`src/rtl/ecp_pkg.sv`:
```
package ecp_pkg;

    localparam int REG_ADDR_W = 3;

    localparam logic [REG_ADDR_W-1:0] REG_FIFO = 3'd0;
    localparam logic [REG_ADDR_W-1:0] REG_ECR  = 3'd1;
    localparam logic [REG_ADDR_W-1:0] REG_PCTL = 3'd2;
    localparam logic [REG_ADDR_W-1:0] REG_CFG  = 3'd3;
    localparam logic [REG_ADDR_W-1:0] REG_STAT = 3'd4;

    // transfer word size code reported in config bits [6:4]
    localparam logic [2:0] WORD8_CODE = 3'b001;

    typedef enum logic [2:0] {
        MODE_STD  = 3'b000,
        MODE_BYTE = 3'b001,
        MODE_FIFO = 3'b010,
        MODE_ECP  = 3'b011,
        MODE_EPP  = 3'b100,
        MODE_RSV  = 3'b101,
        MODE_TEST = 3'b110,
        MODE_CFG  = 3'b111
    } ecp_mode_e;

    typedef struct packed {
        ecp_mode_e  mode;
        logic [1:0] spare;
        logic       mask;
        logic [7:0] pctl;
        logic       svc;
        logic       ovf;
        logic       unf;
    } ctl_state_t;

endpackage

```
`src/rtl/ecp_byte_fifo.sv`:
```
module ecp_byte_fifo #(
    parameter int DEPTH = 16,
    parameter int DW    = 8,
    localparam int AW   = (DEPTH > 1) ? $clog2(DEPTH) : 1,
    localparam int CW   = $clog2(DEPTH + 1)
) (
    input  logic          clk,
    input  logic          rst_n,
    input  logic          push,
    input  logic          pop,
    input  logic          flush,
    input  logic [DW-1:0] wdata,
    output logic [DW-1:0] head,
    output logic [CW-1:0] count,
    output logic          full,
    output logic          empty
);

    typedef struct packed {
        logic [DEPTH-1:0][DW-1:0] mem;
        logic [AW-1:0]            wr_ptr;
        logic [AW-1:0]            rd_ptr;
        logic [CW-1:0]            cnt;
    } fifo_state_t;

    localparam logic [AW-1:0] LAST_IDX  = AW'(DEPTH - 1);
    localparam logic [CW-1:0] DEPTH_CNT = CW'(DEPTH);

    fifo_state_t s_d, s_q;
    logic        push_ok, pop_ok;
    logic [DEPTH-1:0] slot_we;

    assign push_ok = push && (s_q.cnt != DEPTH_CNT);
    assign pop_ok  = pop  && (s_q.cnt != '0);

    for (genvar i = 0; i < DEPTH; i++) begin : g_slot
        assign slot_we[i] = push_ok && (s_q.wr_ptr == AW'(i));
    end

    always_comb begin
        s_d = s_q;
        for (int i = 0; i < DEPTH; i++) begin
            if (slot_we[i]) s_d.mem[i] = wdata;
        end
        if (push_ok) s_d.wr_ptr = (s_q.wr_ptr == LAST_IDX) ? '0 : s_q.wr_ptr + 1'b1;
        if (pop_ok)  s_d.rd_ptr = (s_q.rd_ptr == LAST_IDX) ? '0 : s_q.rd_ptr + 1'b1;
        case ({push_ok, pop_ok})
            2'b10:   s_d.cnt = s_q.cnt + 1'b1;
            2'b01:   s_d.cnt = s_q.cnt - 1'b1;
            default: s_d.cnt = s_q.cnt;
        endcase
        if (flush) begin
            s_d.wr_ptr = '0;
            s_d.rd_ptr = '0;
            s_d.cnt    = '0;
        end
    end

    always_ff @(posedge clk or negedge rst_n) begin
        if (!rst_n) s_q <= '0;
        else        s_q <= s_d;
    end

    assign head  = s_q.mem[s_q.rd_ptr];
    assign count = s_q.cnt;
    assign full  = (s_q.cnt == DEPTH_CNT);
    assign empty = (s_q.cnt == '0);

endmodule

```
`src/rtl/ecp_ctrl_regs.sv`:
```
module ecp_ctrl_regs
    import ecp_pkg::*;
#(
    parameter int DEPTH  = 16,
    parameter int RD_THR = 8,
    parameter int WR_THR = 8,
    localparam int CW    = $clog2(DEPTH + 1)
) (
    input  logic                  clk,
    input  logic                  rst_n,
    input  logic                  wr_en,
    input  logic                  rd_en,
    input  logic [REG_ADDR_W-1:0] addr,
    input  logic [7:0]            wdata,
    input  logic [CW-1:0]         fifo_count,
    input  logic                  fifo_full,
    input  logic                  fifo_empty,
    output logic                  push,
    output logic                  pop,
    output logic                  flush,
    output ctl_state_t            state,
    output logic                  dir,
    output logic                  irq
);

    localparam logic [CW:0] RD_LIM   = (CW+1)'(RD_THR);
    localparam logic [CW:0] WR_LIM   = (CW+1)'(WR_THR);
    localparam logic [CW:0] DEPTH_EX = (CW+1)'(DEPTH);

    ctl_state_t s_d, s_q;
    logic       test_mode, fifo_wr, fifo_rd, ovf_evt, unf_evt, svc_set;
    logic [CW:0] lvl_after_push, free_after_pop;

    assign test_mode = (s_q.mode == MODE_TEST);
    assign dir       = s_q.pctl[5];
    assign fifo_wr   = wr_en && (addr == REG_FIFO) && test_mode;
    assign fifo_rd   = rd_en && (addr == REG_FIFO) && test_mode;
    assign push      = fifo_wr && !fifo_full;
    assign pop       = fifo_rd && !fifo_empty;
    assign ovf_evt   = fifo_wr && fifo_full;
    assign unf_evt   = fifo_rd && fifo_empty;
    assign flush     = wr_en && (addr == REG_ECR) &&
                       ((wdata[7:5] == MODE_STD) || (wdata[7:5] == MODE_BYTE));

    assign lvl_after_push = {1'b0, fifo_count} + 1'b1;
    assign free_after_pop = DEPTH_EX - ({1'b0, fifo_count} - 1'b1);

    assign svc_set = (push && dir && (lvl_after_push >= RD_LIM)) ||
                     (pop && !dir && (free_after_pop >= WR_LIM));

    always_comb begin
        s_d = s_q;
        if (wr_en && (addr == REG_ECR)) begin
            s_d.mode  = ecp_mode_e'(wdata[7:5]);
            s_d.spare = wdata[4:3];
            s_d.mask  = wdata[2];
        end
        if (wr_en && (addr == REG_PCTL)) s_d.pctl = wdata;
        if (wr_en && (addr == REG_STAT)) begin
            if (wdata[0]) s_d.svc = 1'b0;
            if (wdata[1]) s_d.ovf = 1'b0;
            if (wdata[2]) s_d.unf = 1'b0;
        end
        if (svc_set) s_d.svc = 1'b1;
        if (ovf_evt) s_d.ovf = 1'b1;
        if (unf_evt) s_d.unf = 1'b1;
    end

    always_ff @(posedge clk or negedge rst_n) begin
        if (!rst_n) begin
            s_q      <= '0;
            s_q.mask <= 1'b1;
        end else begin
            s_q <= s_d;
        end
    end

    assign state = s_q;
    assign irq   = s_q.svc && !s_q.mask;

endmodule

```
`src/rtl/ecp_fifo_regs.sv`:
```
module ecp_fifo_regs
    import ecp_pkg::*;
#(
    parameter int DEPTH  = 16,
    parameter int RD_THR = 8,
    parameter int WR_THR = 8
) (
    input  logic       clk,
    input  logic       rst_n,
    input  logic       wr_en,
    input  logic       rd_en,
    input  logic [2:0] addr,
    input  logic [7:0] wdata,
    output logic [7:0] rdata,
    output logic       irq
);

    localparam int CW = $clog2(DEPTH + 1);

    logic          push, pop, flush, dir;
    logic [7:0]    head;
    logic [CW-1:0] fifo_count;
    logic          fifo_full, fifo_empty;
    ctl_state_t    cs;

    ecp_byte_fifo #(.DEPTH(DEPTH), .DW(8)) u_fifo (
        .clk   (clk),
        .rst_n (rst_n),
        .push  (push),
        .pop   (pop),
        .flush (flush),
        .wdata (wdata),
        .head  (head),
        .count (fifo_count),
        .full  (fifo_full),
        .empty (fifo_empty)
    );

    ecp_ctrl_regs #(.DEPTH(DEPTH), .RD_THR(RD_THR), .WR_THR(WR_THR)) u_ctrl (
        .clk        (clk),
        .rst_n      (rst_n),
        .wr_en      (wr_en),
        .rd_en      (rd_en),
        .addr       (addr),
        .wdata      (wdata),
        .fifo_count (fifo_count),
        .fifo_full  (fifo_full),
        .fifo_empty (fifo_empty),
        .push       (push),
        .pop        (pop),
        .flush      (flush),
        .state      (cs),
        .dir        (dir),
        .irq        (irq)
    );

    always_comb begin
        unique case (addr)
            REG_FIFO: rdata = ((cs.mode == MODE_TEST) && !fifo_empty) ? head : 8'h00;
            REG_ECR:  rdata = {cs.mode, cs.spare, cs.mask, fifo_full, fifo_empty};
            REG_PCTL: rdata = cs.pctl;
            REG_CFG:  rdata = {1'b0, WORD8_CODE, 4'b0000};
            REG_STAT: rdata = {5'b00000, cs.unf, cs.ovf, cs.svc};
            default:  rdata = 8'h00;
        endcase
    end

endmodule

```
`config.mk`:
```
export PLATFORM = sky130hd
export DESIGN_NAME = ecp_fifo_regs
export DESIGN_NICKNAME = d
export VERILOG_FILES = /design/src/rtl/ecp_pkg.sv /design/src/rtl/ecp_byte_fifo.sv /design/src/rtl/ecp_ctrl_regs.sv /design/src/rtl/ecp_fifo_regs.sv
export SDC_FILE = /design/constraint.sdc
export NUM_CORES = 1
export LEC_CHECK = 0
export ABC_AREA = 1
export BUFFER_PORTS_ARGS = -buffer_cell sky130_fd_sc_hd__clkbuf_2
export CAP_MARGIN = 20
export CORE_AREA = 4 4 128 130
export DETAILED_ROUTE_END_ITERATION = 7
export DIE_AREA = 0 0 132 134
export PLACE_DENSITY = 0.76
export SLEW_MARGIN = 10
export SYNTH_ARGS = -nofsm -noshare
export SYNTH_HDL_FRONTEND = slang
export SYNTH_SLANG_ARGS = --single-unit
```
`constraint.sdc`:
```
create_clock -name clk -period 2.66 [get_ports clk]
set_input_delay 0.532 -clock clk [delete_from_list [all_inputs] [get_ports clk]]
set_output_delay 0.532 -clock clk [all_outputs]
set_load 0.01 [all_outputs]
```
==> results.txt <==
Status -> complete, no violations
Initial DRT Pass Iterations -> 6
Synth top area share -> 45.8%
Largest net degree at the start of global routing -> 68
Max-slew violation count -> 0
First-pass GRT wire length -> 35.6 mm
Routed Wire Length -> 21.6 mm
Dpl cell area -> 8840 µm²
Worst skew pair latency -> 0.43 ns
Count of final hold-check violations -> 0
Post-synth design cell area -> 8570 µm²
Synth Net Count -> 1149
Die Footprint -> 17700 µm²
Fmax -> 393 MHz
Fillers -> 1268
Synth warn -> 0
Iter 0 DRT Violations -> 733
Critical path capture point type -> output port
Final ANT Viol Nets -> 0
Rows -> 45
CP Class -> flop to output port
Drt wl/cell -> 16.1 µm
Pre-CTS setup slack -> 0.166 ns
Placed Cells -> 1310
Worst EP arrival -> 2.01 ns
CORE AREA -> 15100 µm²
Diodes inserted -> 0
Synth Instances -> 1124
Final setup margin -> 0.115 ns
CTS HTree Levels -> 4
Layout cells sized above 1 -> 14.3%
Total grt overflow -> 0
Die Ht -> 134 µm
Slew margin rel. -> 37.3%
Final setup viols -> 0
Worst R2R Start -> u_fifo.count[1]
CTS tree -> yes
Pwr Total -> 0.00738 W
MaxCap Viol Count -> 0
Vias -> 7292
Area of the multi-input gates -> 3630 µm²
Die W -> 132 µm
Number of CTS-inserted buffers -> 17
Worst Max-Slew Pin Slew -> 0.939 ns
Cell taking the most area after synthesis -> dfrtp_1
Post-synthesis sequential area ratio -> 46.1%
RSZ-0062 raised after global routing -> yes
Reg2Reg Depth -> 15
CP Launch Type -> flop
DRC Markers -> 0
Critical path peak fanout -> 16
Skew final -> 0.00725 ns
Worst vdd ir -> 0.000517 V
Number of synthesized register bits -> 158
Fin nets -> 1170
Power Density -> 769 nW/µm²
Leading cell types in the layout, fill and taps excluded -> nand2_1, inv_1, dfrtp_1
Clk pin slew, worst setup/hold paths -> 0.06 ns
Finished layout cell area -> 9600 µm²
P&R area growth vs syn -> 12.0%
Clk root buf -> clkbuf_16
Vias in the first global route -> 7093
Pleak -> 4.96 nW
Hpwl dp -> 13.5 mm
R2r setup slk -> 0.28 ns
Crit path time final -> 2.54 ns
IO Pins -> 24
CTS sink count -> 158
Reg area -> 3960 µm²
Ranking of synthesized cells by area -> dfrtp_1, nand2_1, inv_1, nand3_1, o21ai_2
WP data required -> 2.13 ns
Commonest non-fill, non-tap cell in the layout -> nand2_1
GRT Resource Usage Total -> 25.2%
Reg2reg end -> u_fifo.count[4]
Antenna violations before repair -> 0
Clock Path Buffers -> 2
Mean area per synthesized cell -> 7.63 µm²
Initial Util -> 56.6%
Placer Congestion -> 0.868
Min-Delay Path Class -> primary input to asynchronous set/reset pin
Final Non-Filler Cells -> 1345
Port Buf Inserts -> 23
Final core utilization -> 63.4%
Tcrit/Tclk final -> 95.7%
Count of unique library cells instantiated by Yosys -> 32
Vias per cell -> 5.42
## per-layer routing
| metal | part of all wire [%] | vias to the layer above | wire, µm | GRT usage, % |
|---|---|---|---|---|
| li1 | - | 3543 | - | - |
| met1 | 44 | 3450 | 9420 | 33.0 |
| met2 | 47 | 241 | 10200 | 41.0 |
| met3 | 6.1 | 58 | 1310 | 4.69 |
| met4 | 3.3 | 0 | 715 | 11.8 |
| met5 | 0 | - | 0 | 0 |
## where the power goes
group          leakage [nW]  internal, W  switching, W
logic                  2.49     0.000612       0.00118
clock network         0.312      0.00180      0.000993
registers              2.16      0.00260      0.000189
total                  4.96      0.00502       0.00236
## cell usage after synthesis
cell / number
clkinv_1: 3
nor3_4: 1
a31oi_1: 1
dfstp_2: 1
clkbuf_1: 18
buf_12: 1
nor2_2: 1
dfrtp_1: 157
xor2_1: 5
o21ai_1: 56
nand4_1: 4
nor2_4: 1
o21ai_2: 56
buf_1: 2
xnor2_1: 2
inv_1: 169
nand2_4: 14
nand3b_1: 2
o22ai_1: 1
nor2_1: 30
a21o_1: 1
buf_2: 16
a21oi_1: 6
nand2_1: 396
ha_1: 10
buf_6: 15
nand3_2: 1
inv_2: 1
nand3_1: 99
o21ai_0: 50
nor3_1: 1
o2bb2ai_1: 3
## per-stage QoR
step,hold WS [ns],TNS [ns]
2_1_floorplan,0.236,0
3_3_place_gp,0.463,0
3_5_place_dp,0.467,0
4_1_cts,0.135,0
5_1_grt,0.158,-0.0482
6_report,0.112,0
## state kept, by name (all words and copies together) (netlist names)
name / cells
u_fifo.s_q: 136
u_ctrl.state: 16
u_fifo.count: 5
u_ctrl.dir: 1
## timing repair
item,in CTS,in global routing
buffers inserted,2,0
cloned,1,1
resized for setup,0,9
hold buffers,0,0
setup endpoints to repair,8,9
pin swaps,0,0
## cell type report
class	count	area share, %
Clock inverter	10	2.19
Sequential cell	158	41.2
Tap cell	188	2.45
Timing Repair Buffer	54	4.68
Inverter	173	6.82
Multi-Input combinational cell	741	37.8
Clock buffer	21	4.80
## critical path: stages, from the launching register on
cell and delay, ns:
dfrtp_2 0.48, inv_6 0.12, clkbuf_16 0.19, nand2_1 0.06
nand3_1 0.07, nand2_1 0.09, nand2_1 0.08, nand2_1 0.10
inv_1 0.07, nand2_1 0.05, nand2_1 0.07, nand2_1 0.06
clkbuf_2 0.13
## worst max-delay path by stage
stage,from,slack [ns],cells past startpoint,end
floorplan,addr[2],0.19,15,u_fifo.count[4]
CTS,u_fifo.s_q[7],0.05,8,rdata[1]
finish,u_fifo.s_q[5],0.12,12,rdata[2]
global placement,addr[2],0.22,16,u_fifo.count[4]
detailed placement,addr[2],0.17,16,u_fifo.count[4]
global route,u_fifo.s_q[5],-0.02,11,rdata[4]
## kinds of logic (layout without fill, tap and decap cells)
family | count (synthesis) | after routing | share of synthesized area, %
compound gates | 174 | 174 | 12.8
xor+xnor | 7 | 7 | 0.715
fa+ha+maj | 10 | 10 | 1.46
buf+inv | 225 | 258 | 11.6
flops | 158 | 158 | 46.1
simple gates | 550 | 550 | 27.3
Power figures use the tool's default switching activity.
